`src/rtl/spi_regbank_pkg.sv`:
```
package spi_regbank_pkg;
  localparam int ADDR_W = 7;
  localparam int DATA_W = ADDR_W + 1;
  localparam int FLAG_W = 4;

  typedef logic [ADDR_W-1:0] reg_addr_t;
  typedef logic [DATA_W-1:0] reg_data_t;

  localparam reg_addr_t ADDR_STATUS = 7'h00;
  localparam reg_addr_t ADDR_MASK   = 7'h01;
  localparam reg_addr_t ADDR_CTRL   = 7'h02;
  localparam reg_addr_t ADDR_ID     = 7'h0B;

  // Bit positions that carry a flag in the status byte.
  localparam reg_data_t MASK_KEEP = 8'h27;

  // Map {unlock, lock, high, low} to their status byte positions.
  function automatic reg_data_t pack_status(input logic [FLAG_W-1:0] f);
    return {2'b00, f[3], 2'b00, f[2], f[1], f[0]};
  endfunction
endpackage

```
`src/rtl/spi_rb_sync.sv`:
```
module spi_rb_sync #(
  parameter int               WIDTH   = 1,
  parameter int               STAGES  = 2,
  parameter logic [WIDTH-1:0] RST_VAL = '0
) (
  input  logic             clk,
  input  logic             rst_n,
  input  logic [WIDTH-1:0] d,
  output logic [WIDTH-1:0] q
);
  logic [WIDTH-1:0] chain [STAGES];

  genvar s;
  generate
    for (s = 0; s < STAGES; s++) begin : g_stage
      if (s == 0) begin : g_first
        always_ff @(posedge clk or negedge rst_n) begin
          if (!rst_n) chain[0] <= RST_VAL;
          else        chain[0] <= d;
        end
      end else begin : g_next
        always_ff @(posedge clk or negedge rst_n) begin
          if (!rst_n) chain[s] <= RST_VAL;
          else        chain[s] <= chain[s-1];
        end
      end
    end
  endgenerate

  assign q = chain[STAGES-1];
endmodule

```
`src/rtl/spi_rb_serial.sv`:
```
module spi_rb_serial
  import spi_regbank_pkg::*;
(
  input  logic      clk,
  input  logic      rst_n,
  input  logic      sclk_s,
  input  logic      cs_s,
  input  logic      mosi_s,
  input  reg_data_t rd_data,
  output logic      cs_rise,
  output logic      wr_valid,
  output reg_data_t wr_data,
  output reg_addr_t ptr,
  output logic      miso,
  output logic      rd_phase
);
  localparam int CNT_W = $clog2(DATA_W);
  localparam logic [CNT_W-1:0] LAST_BIT = CNT_W'(DATA_W - 1);

  logic             sclk_d, cs_d;
  logic [CNT_W-1:0] cnt_q, cnt_n;
  logic [DATA_W-2:0] rx_q, rx_n;
  logic             data_q, data_n;
  logic             rd_q, rd_n;
  reg_addr_t        ptr_q, ptr_n;
  reg_data_t        tx_q, tx_n;
  logic             rise, fall;
  reg_data_t        byte_c;
  logic             wr_c;

  assign rise    = ~cs_s &  sclk_s & ~sclk_d;
  assign fall    = ~cs_s & ~sclk_s &  sclk_d;
  assign byte_c  = {rx_q, mosi_s};

  always_comb begin
    cnt_n  = cnt_q;
    rx_n   = rx_q;
    data_n = data_q;
    rd_n   = rd_q;
    ptr_n  = ptr_q;
    tx_n   = tx_q;
    wr_c   = 1'b0;
    if (cs_s) begin
      cnt_n  = '0;
      data_n = 1'b0;
      rd_n   = 1'b0;
    end else if (rise) begin
      rx_n  = byte_c[DATA_W-2:0];
      cnt_n = cnt_q + CNT_W'(1);
      if (cnt_q == LAST_BIT) begin
        if (!data_q) begin
          data_n = 1'b1;
          rd_n   = byte_c[0];
          ptr_n  = byte_c[DATA_W-1:1];
        end else if (!rd_q) begin
          wr_c  = 1'b1;
          ptr_n = ptr_q + reg_addr_t'(1);
        end
      end
    end else if (fall) begin
      if ((cnt_q == '0) && data_q && rd_q) begin
        tx_n  = rd_data;
        ptr_n = ptr_q + reg_addr_t'(1);
      end else begin
        tx_n = {tx_q[DATA_W-2:0], 1'b0};
      end
    end
  end

  always_ff @(posedge clk or negedge rst_n) begin
    if (!rst_n) begin
      sclk_d <= 1'b0;
      cs_d   <= 1'b1;
      cnt_q  <= '0;
      rx_q   <= '0;
      data_q <= 1'b0;
      rd_q   <= 1'b0;
      ptr_q  <= '0;
      tx_q   <= '0;
    end else begin
      sclk_d <= sclk_s;
      cs_d   <= cs_s;
      cnt_q  <= cnt_n;
      rx_q   <= rx_n;
      data_q <= data_n;
      rd_q   <= rd_n;
      ptr_q  <= ptr_n;
      tx_q   <= tx_n;
    end
  end

  assign cs_rise  = cs_s & ~cs_d;
  assign wr_valid = wr_c;
  assign wr_data  = byte_c;
  assign ptr      = ptr_q;
  assign miso     = tx_q[DATA_W-1];
  assign rd_phase = data_q & rd_q;
endmodule

```
`src/rtl/spi_rb_regs.sv`:
```
module spi_rb_regs
  import spi_regbank_pkg::*;
#(
  parameter reg_data_t ID_VALUE = 8'hC6,
  parameter reg_data_t MASK_RST = 8'h00,
  parameter reg_data_t CTRL_RST = 8'h00
) (
  input  logic              clk,
  input  logic              rst_n,
  input  logic [FLAG_W-1:0] flags_s,
  input  logic              wr_valid,
  input  reg_data_t         wr_data,
  input  reg_addr_t         addr,
  input  logic              cs_rise,
  output reg_data_t         rd_data,
  output reg_data_t         mask_o,
  output reg_data_t         ctrl_o,
  output logic              stat_o
);
  localparam reg_data_t MASK_DEF = MASK_RST & MASK_KEEP;

  reg_data_t mask_q, mask_n;
  reg_data_t ctrl_q, ctrl_n;
  logic      stat_q, stat_n;
  reg_data_t status;

  assign status = pack_status(flags_s);

  always_comb begin
    mask_n = mask_q;
    ctrl_n = ctrl_q;
    if (cs_rise && ctrl_q[0]) begin
      mask_n = MASK_DEF;
      ctrl_n = CTRL_RST;
    end else if (wr_valid) begin
      case (addr)
        ADDR_MASK: mask_n = wr_data & MASK_KEEP;
        ADDR_CTRL: ctrl_n = wr_data;
        default:   ;
      endcase
    end
    stat_n = |(status & mask_q);
  end

  always_ff @(posedge clk or negedge rst_n) begin
    if (!rst_n) begin
      mask_q <= MASK_DEF;
      ctrl_q <= CTRL_RST;
      stat_q <= 1'b0;
    end else begin
      mask_q <= mask_n;
      ctrl_q <= ctrl_n;
      stat_q <= stat_n;
    end
  end

  always_comb begin
    case (addr)
      ADDR_STATUS: rd_data = status;
      ADDR_MASK:   rd_data = mask_q;
      ADDR_CTRL:   rd_data = ctrl_q;
      ADDR_ID:     rd_data = ID_VALUE;
      default:     rd_data = '0;
    endcase
  end

  assign mask_o = mask_q;
  assign ctrl_o = ctrl_q;
  assign stat_o = stat_q;
endmodule

```
`src/rtl/spi_regbank.sv`:
```
module spi_regbank #(
  parameter logic [7:0] ID_VALUE    = 8'hC6,
  parameter logic [7:0] MASK_RST    = 8'h00,
  parameter logic [7:0] CTRL_RST    = 8'h00,
  parameter int         SYNC_STAGES = 2
) (
  input  logic       clk,
  input  logic       rst_n,
  input  logic       cs_n,
  input  logic       sclk,
  input  logic       mosi,
  input  logic [3:0] flags_i,
  output logic       miso_o,
  output logic       miso_oe,
  output logic       stat_o,
  output logic [7:0] ctrl_o
);
  import spi_regbank_pkg::*;

  localparam int SYN_W = 3 + FLAG_W;

  logic [1:0]        rst_pipe;
  logic              rst_q_n;
  logic [SYN_W-1:0]  syn_q;
  logic              cs_s, sclk_s, mosi_s;
  logic [FLAG_W-1:0] flags_s;
  logic              cs_rise, wr_valid, rd_phase;
  reg_data_t         wr_data, rd_data, mask_q;
  reg_addr_t         ptr;

  // Reset asserts at once and is released on a clock edge.
  always_ff @(posedge clk or negedge rst_n) begin
    if (!rst_n) rst_pipe <= '0;
    else        rst_pipe <= {rst_pipe[0], 1'b1};
  end
  assign rst_q_n = rst_pipe[1];

  spi_rb_sync #(
    .WIDTH  (SYN_W),
    .STAGES (SYNC_STAGES),
    .RST_VAL({1'b1, {(SYN_W-1){1'b0}}})
  ) u_sync (
    .clk  (clk),
    .rst_n(rst_q_n),
    .d    ({cs_n, sclk, mosi, flags_i}),
    .q    (syn_q)
  );
  assign {cs_s, sclk_s, mosi_s, flags_s} = syn_q;

  spi_rb_serial u_serial (
    .clk     (clk),
    .rst_n   (rst_q_n),
    .sclk_s  (sclk_s),
    .cs_s    (cs_s),
    .mosi_s  (mosi_s),
    .rd_data (rd_data),
    .cs_rise (cs_rise),
    .wr_valid(wr_valid),
    .wr_data (wr_data),
    .ptr     (ptr),
    .miso    (miso_o),
    .rd_phase(rd_phase)
  );

  spi_rb_regs #(
    .ID_VALUE(ID_VALUE),
    .MASK_RST(MASK_RST),
    .CTRL_RST(CTRL_RST)
  ) u_regs (
    .clk     (clk),
    .rst_n   (rst_q_n),
    .flags_s (flags_s),
    .wr_valid(wr_valid),
    .wr_data (wr_data),
    .addr    (ptr),
    .cs_rise (cs_rise),
    .rd_data (rd_data),
    .mask_o  (mask_q),
    .ctrl_o  (ctrl_o),
    .stat_o  (stat_o)
  );

  assign miso_oe = ~cs_n & rd_phase;
endmodule

```
`config.mk`:
```
export PLATFORM = sky130hd
export DESIGN_NAME = spi_regbank
export DESIGN_NICKNAME = d
export VERILOG_FILES = /design/src/rtl/spi_regbank_pkg.sv /design/src/rtl/spi_rb_sync.sv /design/src/rtl/spi_rb_serial.sv /design/src/rtl/spi_rb_regs.sv /design/src/rtl/spi_regbank.sv
export SDC_FILE = /design/constraint.sdc
export NUM_CORES = 1
export LEC_CHECK = 0
export BUFFER_PORTS_ARGS = -buffer_cell sky130_fd_sc_hd__buf_2
export CORE_MARGIN = 2
export CORE_UTILIZATION = 47
export CTS_CLUSTER_DIAMETER = 50
export CTS_CLUSTER_SIZE = 8
export DETAILED_ROUTE_END_ITERATION = 8
export PLACE_DENSITY = 0.76
export SLEW_MARGIN = 10
export SYNTH_ARGS = -nofsm -noshare
export SYNTH_HDL_FRONTEND = slang
export SYNTH_SLANG_ARGS = --single-unit
```
`constraint.sdc`:
```
create_clock -name clk -period 1.7 [get_ports clk]
set_input_delay 0 -clock clk [delete_from_list [all_inputs] [get_ports clk]]
set_output_delay 0 -clock clk [all_outputs]
set_load 0.02 [all_outputs]
```
=== After elaboration in Yosys (flattened, before gate mapping) ===
Cells that the tools add are included.

* Register bits: 62
* Bits of input ports: 9
* Output and inout port bits: 11
* Word-level logic and storage cells: 85

* $add $sub $neg: 2
* Equality and inequality tests: 7
* Mux-type cells: 28
* Bitwise gates (word level): 14
* Reductions and logical operators: 20

{| class="wikitable"
|+ Operators by type and width
! cell !! count
|-
| 8-bit 2-to-1 mux || 7
|-
| 7-bit 2-to-1 mux || 6
|-
| 8-bit case mux with 4 select lines || 1
|-
| 2-bit nonzero test || 7
|-
| 1-bit 2-to-1 mux || 12
|-
| 6-bit by 8-bit bitwise AND with 8-bit output || 1
|-
| 2-bit AND reduction || 4
|-
| 8-bit OR reduction || 1
|-
| 7-bit by 1-bit adder with 7-bit output, second input constant || 1
|-
| 1-bit bitwise AND || 7
|-
| 7-bit by 1-bit equality test with 1-bit output, second input constant || 1
|-
| 7-bit by 2-bit equality test with 1-bit output, second input constant || 1
|-
| 7-bit by 4-bit equality test with 1-bit output, second input constant || 1
|-
| 7-bit zero test || 1
|-
| 3-bit 2-to-1 mux || 2
|-
| 1-bit NOT || 6
|-
| 3-bit AND reduction || 2
|-
| 5-bit AND reduction || 1
|-
| 2-bit != test, second input constant || 2
|-
| 3-bit by 1-bit adder with 3-bit output, second input constant || 1
|-
| 3-bit equality test, second input constant || 1
|-
| 1-bit logical AND || 3
|-
| 3-bit zero test || 1
|-
| 3-bit != test, second input constant || 1
|}

=== Longest topological paths before layout ===
Gate-level depths: netlist (run 1).

* Word-level depth: 7
* Depth in mapped cells: 8
* Gate-level depth less buffers: 6

=== Cells and area by module ===
A second synthesis (run 1) with hierarchy kept.

* Cells, all modules: 247
* Area, all modules: 2775.2 µm²

{| class="wikitable"
|+ By module, submodules not included
! module !! times used !! cells each !! area each (µm²) !! sequential area each (µm²)
|-
| spi_rb_serial || 1 || 131 || 1453.9 || 726.9
|-
| spi_rb_regs || 1 || 91 || 848.3 || 325.3
|-
| spi_rb_sync || 1 || 21 || 405.4 || 352.8
|-
| spi_regbank || 1 || 4 || 67.6 || 50.0
|}

=== Least setup slack after synthesis (run 1) ===
OpenSTA, ideal clock, no wires.

* Kind: register to register
* Start point: register u_serial.cnt_q[1]
* End point: register u_regs.mask_q[0], in the netlist u_regs.mask_o[0]
* Setup time: 0.126 ns
* Arrival time: 1.977 ns
* Data required time: 1.574 ns
* Path slack: -0.403 ns
* Cell stages (with the launch flop): 8
* Buffers on the path: 1
* Clock period less this slack: 2.103 ns
* Path through: dfrtp_1 > ha_1 > ha_1 > or4bb_1 > or4_4 > buf_6 > mux2i_1 > nor2_1

* Cells in the longest elaborated chain, start to end: 6

{| class="wikitable"
|+ RTL lines
! item !! line !! text
|-
| start, declared || spi_rb_serial.sv:21 || <nowiki>logic [CNT_W-1:0] cnt_q, cnt_n;</nowiki>
|-
| start signal, assigned || spi_rb_serial.sv:83 || <nowiki>cnt_q <= cnt_n;</nowiki>
|-
| 3-bit equality test || spi_rb_serial.sv:50 || <nowiki>if (cnt_q == LAST_BIT) begin</nowiki>
|-
| 1-bit 2-to-1 mux || spi_rb_serial.sv:50 ||
|-
| 1-bit 2-to-1 mux || spi_rb_serial.sv:47 || <nowiki>end else if (rise) begin</nowiki>
|-
| 1-bit 2-to-1 mux || spi_rb_serial.sv:43 || <nowiki>if (cs_s) begin</nowiki>
|-
| 2-bit nonzero test (no line) || n/a ||
|-
| 2-bit AND reduction (no line) || n/a ||
|-
| end signal, assigned || spi_rb_regs.sv:51 || <nowiki>mask_q <= mask_n;</nowiki>
|-
| end, declared || spi_rb_regs.sv:22 || <nowiki>reg_data_t mask_q, mask_n;</nowiki>
|}

Every way passes these cells.
A chain may end at the register's enable or synchronous reset.

=== Final worst setup path (run 1) ===
* Start point: register u_serial.cnt_q[0]
* End point: register u_regs.mask_q[0], in the netlist u_regs.mask_o[0]

Same word-level chain as after synthesis.

==> results of run 1 <==
-- sequential cells by signal (all words and copies together), names as in the netlist, 2 cells and up --
register and flops:
u_sync.chain 7, u_serial.rx_q 7, u_regs.ctrl_o 8, u_serial.ptr 7, u_regs.mask_o 4, rst_pipe 2, u_sync.q 7, u_serial.cnt_q 3
u_serial.tx_q 8
-- timing repair --
action | CTS | global route
gates resized for setup | 13 | 31
hold buffers | 9 | 0
pin swaps | 5 | 11
hold endpoints to repair | 9 | 0
setup endpoints to repair | 23 | 27
buffers inserted | 3 | 6
-- metrics by stage --
step	area, um2	setup WS (ps)	power [W]	util	setup TNS [ps]
5_1_grt	3466	-375.3	0.003453	0.6701	-5827
4_1_cts	3309	-295.2	0.003315	0.6398	-3036
3_5_place_dp	2947	-257.2	0.001874	0.5697	-3278
3_3_place_gp	2947	-205.8	0.001855	0.5697	-2267
2_1_floorplan	2574	-293.0	0.001756	-	-2226
6_report	3466	-318.8	0.003306	0.6701	-4039
-- worst max-delay path, cell delays in order (launching register included) --
cell and delay (ps):
dfrtp_1 380, ha_2 200, ha_4 120, or4bb_4 460, or4_4 490, mux2i_1 180
nor2_1 70
-- layout make-up --
| cell class | count | area [um2] |
|---|---|---|
| timing repair buffer | 67 | 516.7 |
| multi-input combinational | 152 | 1154 |
| clock inverter | 5 | 77.57 |
| clock buffer | 11 | 141.4 |
| tap | 70 | 87.58 |
| inverter | 8 | 32.53 |
| fill | 400 | 1707 |
| sequential | 58 | 1456 |
-- worst min path at each step --
stage                           from  cells past startpoint                        end
6_report       rst_pipe[1]$_DFF_PN0_                      0  u_sync.chain[7]$_DFF_PN0_
5_1_grt                   flags_i[2]                      2  u_sync.chain[9]$_DFF_PN0_
4_1_cts                   flags_i[2]                      2  u_sync.chain[9]$_DFF_PN0_
3_5_place_dp                   rst_n                      1      rst_pipe[0]$_DFF_PN0_
3_3_place_gp                   rst_n                      1      rst_pipe[0]$_DFF_PN0_
2_1_floorplan                  rst_n                      0      rst_pipe[0]$_DFF_PN0_
-- where the power goes --
part,internal (W),switching [W],leakage (nW),total [W]
clock,0.000859,0.000549,0.109,0.00141
sequential,0.00150,0.000134,0.740,0.00164
combinational,0.000148,0.000113,0.747,0.000261
-- cells in the final DEF (no fill, tap or decap), drive strengths merged, types with 2 or more instances in the layout --
master and instances:
clkbuf 11, o21ai 15, dfstp 3, mux2 7, clkinv 2, a2bb2oi 3, a222oi 2, nand2 25
a22o 2, buf 58, nand2b 3, or4 3, bufinv 2, nand3 11, ha 7, inv 8
a31oi 2, nand4 3, a21oi 12, dfrtp 55, dlygate4sd3 9, mux2i 8, nor3b 2, nor2 19
a211oi 2, a22oi 6, or2 2, o22ai 4
-- cell families after synthesis --
logic type	count (synthesis)	share of synthesized area
and+or+nand+nor	76	0.1603
DFF	58	0.5735
other	1	0.001478
muxes	15	0.06263
buffers and inverters	19	0.03254
adders and majority gates	7	0.03452
xor gates and xnor gates	1	0.003452
AOI/OAI and AO/OA	52	0.1317
-- layer usage --
metal  wire length, um  share of wire  global-route usage
met1              2718           0.43              0.2689
met2              3194           0.50              0.3678
met3               314          0.049             0.08605
met4               145          0.023             0.09821
met5                 0              0                   0
==> results.md, run 1 <==
- The number of antenna diodes is 0.
- For this design, the sink count on the clock tree is 58.
- The launching instance or port of the critical path is u_serial.cnt_q[0]$_DFFE_PN0P_.
- The setup check on the worst reg-to-reg path leaves a slack of -320 ps.
- At the end of routability-driven placement, the weighted congestion stood at 0.8094.
- TritonCTS built the clock tree.
- The total nets after synthesis is 245.
- The maximum ir drop on the vdd rail is 803.6 uV.
- The tool flagged a number of max-cap violations equal to 0.
- Measured along the x axis, the die boundary spans 77.48 um.
- The final cell count without fillers is 371.
- The worst clock skew is 8.241 ps.
- Power spread over the standard cell area amounts to 953.8 nW/um2.
- The initialized floorplan defines 26 standard-cell rows.
- The area of the placeable core is 5172 um2.
- The tightest hold margin is 283.0 ps.
- The number of warning messages in the yosys log is 0.
- The H-tree depth reported by CTS is 3.
- The run finished, with violations left.
- At the pin with the least slew margin, the transition time is 616.2 ps.
- By area the synthesized netlist is led by dfrtp_1 (54%), nand2_1 (3.7%), ha_1 (3.5%).
- The initial antenna violation count is 0.
- The arrival time at the worst endpoint is 2250 ps.
- The share of synthesized area in the top cell type comes to 0.5424.
- Across every metal layer, demand over resource in global routing totals 0.2265.
- The commonest cells after synthesis are dfrtp_1 (55), nand2_1 (25), nor2_1 (19).
- The first-pass GRT wire length is 10080 um.
- For the worst-skew pair, the clock arrives at the later sink with an insertion delay of 350 ps.
- The dominant synthesized flop cell is dfrtp_1.
- The final period utilization is 1.188.
- The total clock buffers created by CTS is 9.
- In this run the tightest slew margin relative to its limit is 0.5892.
- The minimum setup slack in the final design is -318.8 ps.
- The number of buffers added on ports is 19.
- The final reports fail on setup timing.
- The cell count of the worst reg-to-reg path is 6.
- The total congestion overflow after global routing is 0.
- After clock tree synthesis, the clock-pin slew on the worst setup and hold paths is 70 ps.
- The post-placement cell count is 339.
- The number of antenna-violating nets in the routed design is 0.
- After the first detailed-routing iteration, the DRC count stood at 135.
- For this run, design rule violations remaining after detail routing come to 0.
- The maximum fanout count along the critical path is 4.
- The mapped cell area is 2537 um2.
- The endpoint kind of the worst setup timing path is a flop.
- The worst register-to-register path ends at u_regs.mask_o[0]$_DFFE_PN0P_.
- The synthesis-to-finish area growth is 36.59%.
- The nature of the critical path startpoint is a flop.
- dfrtp_1 takes more of the synthesized area than any other cell.
- The highest clock rate is 495.3 MHz.
- The via density per instance is 5.518.
- The number of slew-limit violations in the final report was 0.
- The average instance area after synthesis is 11.08 um2.
- The average wire per standard cell is 17.18 um.
- Data on the critical path is required at its endpoint by 1930 ps.
- The cell with the most instances after synthesis is dfrtp_1.
- The fraction of final layout cells sized beyond drive strength 1 is 0.3987.
- The area of the die is 6002 um2.
- The number of instances in the synthesized netlist is 229.
- In this run the static leakage power is 1.596 nW.
- Setup repair after global routing could not meet its margin everywhere.
- After synthesis, the netlist uses 41 different library cells.
- The most critical setup path has its endpoint at u_regs.mask_o[0]$_DFFE_PN0P_.
- The number of enable flip-flop cells after synthesis is 0.
- The hold violation total from the final report is 0.
- The total via count in the routed design is 2047.
- Before antenna repair, the detailed router went through 7 iterations.
- The worst register-to-register path begins at u_serial.cnt_q[0]$_DFFE_PN0P_.
- Entering global routing, the biggest net connects 30 pins.
- The count of boundary I/O pins is 20.
- Counting flops and latches in the post-synthesis netlist gives 58.
- The smallest clock period supported by the final layout is computed as 2019 ps.
- Of all flip-flops after synthesis, the portion carrying an async set or reset was 1.000.
- Counting along the longest clock path gives a buffer depth of 2.
- For this run, the register share of the synthesized area comes to 0.5735.
- The effective utilization at floorplan is 0.4906.
- The floorplan step set the die height to 77.48 um.
- The final number of setup-violating endpoints is 25.
- The tightest min-delay check is of the flop to asynchronous set/reset pin type.
- Wires add up to 6373 um.
- The critical path in this run is classified as flop to flop.
- The via count of the first global-routing pass is 2057.
- The clock root buffer is clkbuf_8.
- The layout net count is 312.
- The placed wire-length estimate after detailed placement is 4238 um.
(Power assumes the default switching activity.)
==> run 2: changes to the inputs <==
RECOVER_POWER = 25   (was default)
==> results.md, run 2 (synthesized netlist as in run 1, its figures left out) <==
- The effective utilization at floorplan came to 0.4906 (unchanged).
- The ratio of total power to cell area was 954.9 nW/um2 (was 953.8 nW/um2).
- The number of placement rows was 26 (unchanged).
- The via count of the first global-routing pass is 2057 (unchanged).
- The first-pass GRT wire length came to 10080 um (unchanged).
- The via density per instance was 5.504 (was 5.518).
- The buffer levels on the longest clock path is 2 (unchanged).
- The worst slew slack as a fraction of its limit is 0.2507 (was 0.5892).
- Most frequent cells in the layout: dfrtp_1 (55), buf_4 (30), nand2_1 (25) (was dfrtp_1 (54), buf_4 (31), nand2_1 (25)).
- The static power due to leakage was 1.591 nW (was 1.596 nW).
- The endpoint kind of the worst setup timing path is a flop (unchanged).
- The number of slew-limit violations in the final report is 0 (unchanged).
- The final period utilization is 1.188 (about the same).
- The post-route DRC violation count is 0 (unchanged).
- The final cell count without fillers came to 371 (unchanged).
- The critical path data required time is 1930 ps (about the same).
- The clock tree from TritonCTS is built (unchanged).
- The hold violation total from the final report is 0 (unchanged).
- The clock latency of the later-clocked register in the worst-skew pair came to 350 ps (about the same).
- The most common cell after layout, fill and taps aside is dfrtp_1 (unchanged).
- The sum of negative setup slack was -4505 ps (was -4039 ps).
- The total clock sinks is 58 (unchanged).
- The wire length after detailed routing came to 6374 um (was 6373 um).
- The final estimated routing congestion in global placement is 0.8094 (unchanged).
- The final period demand of the worst path is 2019 ps (about the same).
- The layout net count came to 312 (unchanged).
- The placed wire-length estimate after detailed placement is 4238 um (unchanged).
- The maximum fanout count along the critical path is 4 (unchanged).
- The detailed-router iteration count before antenna repair is 6 (was 7).
- The maximum ir drop on the vdd rail was 804.8 uV (was 803.6 uV).
- The die height is 77.48 um (unchanged).
- The post-placement cell count is 339 (unchanged).
- The total placed instance area came to 2947 um2 (unchanged).
- The fraction of final layout cells sized beyond drive strength 1 is 0.3887 (was 0.3987).
- The H-tree depth reported by CTS was 3 (unchanged).
- The initial antenna violation count came to 0 (unchanged).
- The fill cell instance count of the final layout came to 404 (was 400).
- Violated checks: setup timing (unchanged).
- The design area is 3460 um2 (was 3466 um2).
- The synthesis-to-finish area growth is 36.34% (was 36.59%).
- The final standard cell utilization of the core came to 0.6688 (was 0.6701).
- The clock-pin slew on the worst setup and hold paths was 70 ps (about the same).
- The arrival time at the worst endpoint is 2250 ps (about the same).
- The overall die width is 77.48 um (unchanged).
- The highest clock rate was 495.2 MHz (was 495.3 MHz).
- The average wire per standard cell is 17.18 um (about the same).
- The total congestion overflow after global routing was 0 (unchanged).
- Outcome: complete, but fails checks (unchanged).
- The worst clock skew is 8.169 ps (was 8.241 ps).
- Setup repair after global routing missed its margin: true (unchanged).
- The number of buffers added on ports is 19 (unchanged).
- The minimum setup slack in the final design is -319.4 ps (was -318.8 ps).
- Counting instances, the worst hold path has a depth of 2.
- The slew at the pin with the worst max-slew slack is 1124 ps (was 616.2 ps).
- The total clock buffers created by CTS came to 9 (unchanged).
- The number of antenna diodes is 0 (unchanged).
- The cell count of the worst reg-to-reg path is 6 (unchanged).
- The pin count of the biggest net entering global routing is 30 (unchanged).
- The max-cap violation count is 0 (unchanged).
- The path type of the worst min-delay path was input pin to flop (was flop to asynchronous set/reset pin).
- The area of the placeable core is 5172 um2 (unchanged).
- The nature of the critical path startpoint is a flop (unchanged).
- The total via count in the routed design came to 2042 (was 2047).
- The clock root buffer is clkbuf_8 (unchanged).
- The number of antenna-violating nets in the routed design is 0 (unchanged).
- The DRC marker count from the first detailed-route iteration is 131 (was 135).
- The worst setup path category is flop to flop (unchanged).
- The final number of setup-violating endpoints is 31 (was 25).
- The count of boundary I/O pins is 20 (unchanged).
- The area of the die is 6002 um2 (unchanged).
- The overall track demand over capacity in global routing is 0.2265 (unchanged).
## run 2: changes by cell type in the layout (fill, tap and decap cells not counted), sizes merged
cell / delta
buf: -3
clkbuf: +3
## run 2: critical path, stage by stage (launching register included)
cell     delay (ps)
dfrtp_1         380
ha_2            200
ha_4            120
or4bb_4         460
or4_4           490
mux2i_1         180
nor2_1           70
## run 2: timing repair
item | in CTS | in global routing
hold buffers | 9 | 0
resized for setup | 13 | 31
hold endpoints to repair | 9 | 0
buffers inserted | 3 | 6
pin swaps | 5 | 11
setup endpoints to repair | 23 | 27
## run 2: area by class of cell
cell class,count,area [um2],share of cell area
Tap cell,70,87.58,0.02532
Clock inverter,5,77.57,0.02242
Multi-Input combinational cell,152,1154,0.3335
Inverter,8,32.53,0.009403
Timing Repair Buffer,67,511.7,0.1479
Sequential cell,58,1455,0.4206
Clock buffer,11,141.4,0.04087
## run 2: worst paths after layout
path,to,slack [ps],from
hold / removal,u_sync.chain[8]$_DFF_PN0_,290,flags_i[1]
setup reg to reg,u_regs.mask_o[0]$_DFFE_PN0P_,-320,u_serial.cnt_q[0]$_DFFE_PN0P_
hold reg to reg,u_sync.q[3]$_DFF_PN0_,350,u_sync.chain[10]$_DFF_PN0_
max in group asynchronous,u_serial.tx_q[7]$_DFFE_PN0P_,500,rst_pipe[1]$_DFF_PN0_
setup / recovery,u_regs.mask_o[0]$_DFFE_PN0P_,-320,u_serial.cnt_q[0]$_DFFE_PN0P_
min in group asynchronous,u_sync.chain[7]$_DFF_PN0_,470,rst_pipe[1]$_DFF_PN0_
## run 2: per-stage QoR
stage	hold WS, ps	power [W]	setup WS, ps
2_1_floorplan	-295.6	0.001756	-293.0
3_3_place_gp	-214.2	0.001855	-205.8
3_5_place_dp	-212.1	0.001874	-257.2
4_1_cts	272.4	0.003315	-295.2
5_1_grt	274.8	0.003452	-375.3
6_report	294.3	0.003304	-319.4
## run 2: metal layers
layer  GRT usage  vias to the layer above  share of wire
li1            -                      961              -
met1      0.2689                     1005           0.43
met2      0.3678                       58           0.50
met3     0.08605                       18          0.050
met4     0.09821                        0          0.023
met5           0                        -              0
## run 2: where the power goes
group / internal [W] / switching, W
sequential: 0.00150 / 0.000135
clock: 0.000859 / 0.000548
combinational: 0.000147 / 0.000114
==> run 3: changes to the inputs <==
SETUP_SLACK_MARGIN = 0.2   (was default)
==> results.md, run 3 (synthesized netlist as in run 1, its figures left out) <==
- The total placed instance area came to 2964 um2 (was 2947 um2).
- The critical path data required time is 1910 ps (was 1930 ps).
- The combined buffer and inverter count along the critical path came to 0 (unchanged).
- The clock latency of the later-clocked register in the worst-skew pair is 340 ps (was 350 ps).
- The total via count in the routed design was 2034 (was 2042).
- The total congestion overflow after global routing is 0 (unchanged).
- The fraction of final layout cells sized beyond drive strength 1 is 0.4356 (was 0.3887).
- The static power due to leakage came to 1.644 nW (was 1.591 nW).
- The post-placement cell count is 338 (was 339).
- The total clock sinks is 58 (unchanged).
- The biggest cell delay along the critical path is 480 ps (was 490 ps).
- The endpoint kind of the worst setup timing path is a flop (unchanged).
- The total clock buffers created by CTS is 9 (unchanged).
- The clock-pin slew on the worst setup and hold paths is 60 ps (was 70 ps).
- The final estimated routing congestion in global placement came to 0.8467 (was 0.8094).
- The detailed-router iteration count before antenna repair is 4 (was 6).
- The average wire per standard cell came to 16.27 um (was 17.18 um).
- Most frequent cells in the layout: dfrtp_1 (54), buf_4 (25), nand2_1 (23) (was dfrtp_1 (55), buf_4 (30), nand2_1 (25)).
- Setup repair after global routing missed its margin: true (unchanged).
- The buffer levels on the longest clock path is 2 (unchanged).
- The overall track demand over capacity in global routing is 0.2064 (was 0.2265).
- The wire length after detailed routing is 6068 um (was 6374 um).
- The final cell count without fillers is 373 (was 371).
- The worst setup path category is flop to flop (unchanged).
- The area of combinational cells with multiple inputs is 1232 um2 (was 1154 um2).
- The slew at the pin with the worst max-slew slack is 1170 ps (was 1124 ps).
- The most common cell after layout, fill and taps aside is dfrtp_1 (unchanged).
- The die height was 77.48 um (unchanged).
- The minimum setup slack in the final design is -310.4 ps (was -319.4 ps).
- The final period utilization is 1.183 (was 1.188).
- The area of the placeable core is 5172 um2 (unchanged).
- The synthesis-to-finish area growth is 42.41% (was 36.34%).
- The slowest stage cell on the critical path is or4_4 (unchanged).
- The worst clock skew is 10.75 ps (was 8.169 ps).
- The via count of the first global-routing pass is 2082 (was 2057).
- The effective utilization at floorplan is 0.4906 (unchanged).
- The area of the die is 6002 um2 (unchanged).
- The number of antenna-violating nets in the routed design is 0 (unchanged).
- Violated checks: setup timing (unchanged).
- The number of buffers added on ports is 19 (unchanged).
- The maximum fanout count along the critical path is 4 (unchanged).
- The tightest hold margin is 304.3 ps (was 294.3 ps).
- The post-route DRC violation count was 0 (unchanged).
- The count of boundary I/O pins was 20 (unchanged).
- The nature of the critical path startpoint is a flop (unchanged).
- The max-cap violation count was 0 (unchanged).
- The number of slew-limit violations in the final report is 0 (unchanged).
- The number of placement rows is 26 (unchanged).
- The placed wire-length estimate after detailed placement is 3951 um (was 4238 um).
- The maximum ir drop on the vdd rail came to 952.1 uV (was 804.8 uV).
- The kind of cell adding the most delay to the critical path is simple AND/OR/NAND/NOR gates (unchanged).
- The final period demand of the worst path came to 2010 ps (was 2019 ps).
- The highest clock rate is 497.4 MHz (was 495.2 MHz).
- The arrival time at the worst endpoint is 2220 ps (was 2250 ps).
- The overall die width is 77.48 um (unchanged).
- Ordered cell list for the critical path: ha_2, ha_4, or4bb_4, or4_4, mux2i_1, nor2_1 (unchanged).
- The fill cell instance count of the final layout is 353 (was 404).
- The sum of negative setup slack is -3374 ps (was -4505 ps).
- The initial antenna violation count is 0 (unchanged).
- The worst slew slack as a fraction of its limit was 0.2199 (was 0.2507).
- The hold violation total from the final report is 0 (unchanged).
- The DRC marker count from the first detailed-route iteration is 172 (was 131).
- The ratio of total power to cell area is 977.2 nW/um2 (was 954.9 nW/um2).
- The design area was 3613 um2 (was 3460 um2).
- The pin count of the biggest net entering global routing came to 57 (was 30).
- The path type of the worst min-delay path was input pin to flop (unchanged).
- The first-pass GRT wire length is 9542 um (was 10080 um).
- The sequential standard cell area came to 1456 um2 (was 1455 um2).
- The number of antenna diodes is 0 (unchanged).
- The clock tree from TritonCTS is built (unchanged).
- The via density per instance is 5.453 (was 5.504).
- Outcome: complete, but fails checks (unchanged).
- The H-tree depth reported by CTS is 3 (unchanged).
- The layout net count came to 314 (was 312).
- The clock root buffer is clkbuf_8 (unchanged).
- The final number of setup-violating endpoints came to 18 (was 31).
[run 3: layout make-up]
cell class | instances | area share
clock buffers | 10 | 0.03809
clock inverters | 6 | 0.03151
inverters | 8 | 0.009003
multi-input cells | 152 | 0.3411
flip-flops and latches | 58 | 0.4030
well taps | 70 | 0.02424
repair buffers | 69 | 0.1530
[run 3: power breakdown]
group          leakage [nW]  total, W  internal, W  switching (W)
Combinational         0.786  0.000328     0.000195       0.000133
Sequential            0.740   0.00163      0.00150       0.000130
Clock                 0.119   0.00157      0.00101       0.000557
[run 3: stage by stage]
step	utilization	power (W)	worst slack, ps
4_1_cts	0.6686	0.003485	-275.4
3_3_place_gp	0.5731	0.001863	-205.7
5_1_grt	0.6986	0.003681	-362.3
2_1_floorplan	-	0.001770	-293.0
6_report	0.6986	0.003531	-310.4
3_5_place_dp	0.5731	0.001876	-279.8
[run 3: worst paths after layout]
check / from / end / slack, ps / cells past startpoint
worst max-delay path: u_serial.cnt_q[1]$_DFFE_PN0P_ / u_regs.mask_o[2]$_DFFE_PN0P_ / -310 / 6
worst min-delay path: flags_i[0] / u_sync.chain[7]$_DFF_PN0_ / 300 / 2
worst max register to register: u_serial.cnt_q[1]$_DFFE_PN0P_ / u_regs.mask_o[2]$_DFFE_PN0P_ / -310 / 6
worst min register to register: u_sync.chain[7]$_DFF_PN0_ / u_sync.q[0]$_DFF_PN0_ / 350 / 0
max in group asynchronous: rst_pipe[1]$_DFF_PN0_ / u_serial.data_q$_DFFE_PN0P_ / 390 / 1
min in group asynchronous: rst_n / rst_pipe[0]$_DFF_PN0_ / 510 / 3
[run 3: what timing repair did]
item / 4_1_cts / 5_1_grt
hold buffers: 9 / 0
endpoints found under the setup margin: 34 / 35
pin swaps: 11 / 4
endpoints found under the hold margin: 9 / 0
setup buffers: 6 / 4
gates resized for setup: 29 / 34
[run 3: routing by layer]
metal	vias to the layer above	track usage	part of all wire
met5	-	0	0
met4	0	0.07857	0.012
met3	7	0.06512	0.054
met2	46	0.3348	0.50
met1	1020	0.2591	0.43
li1	961	-	-
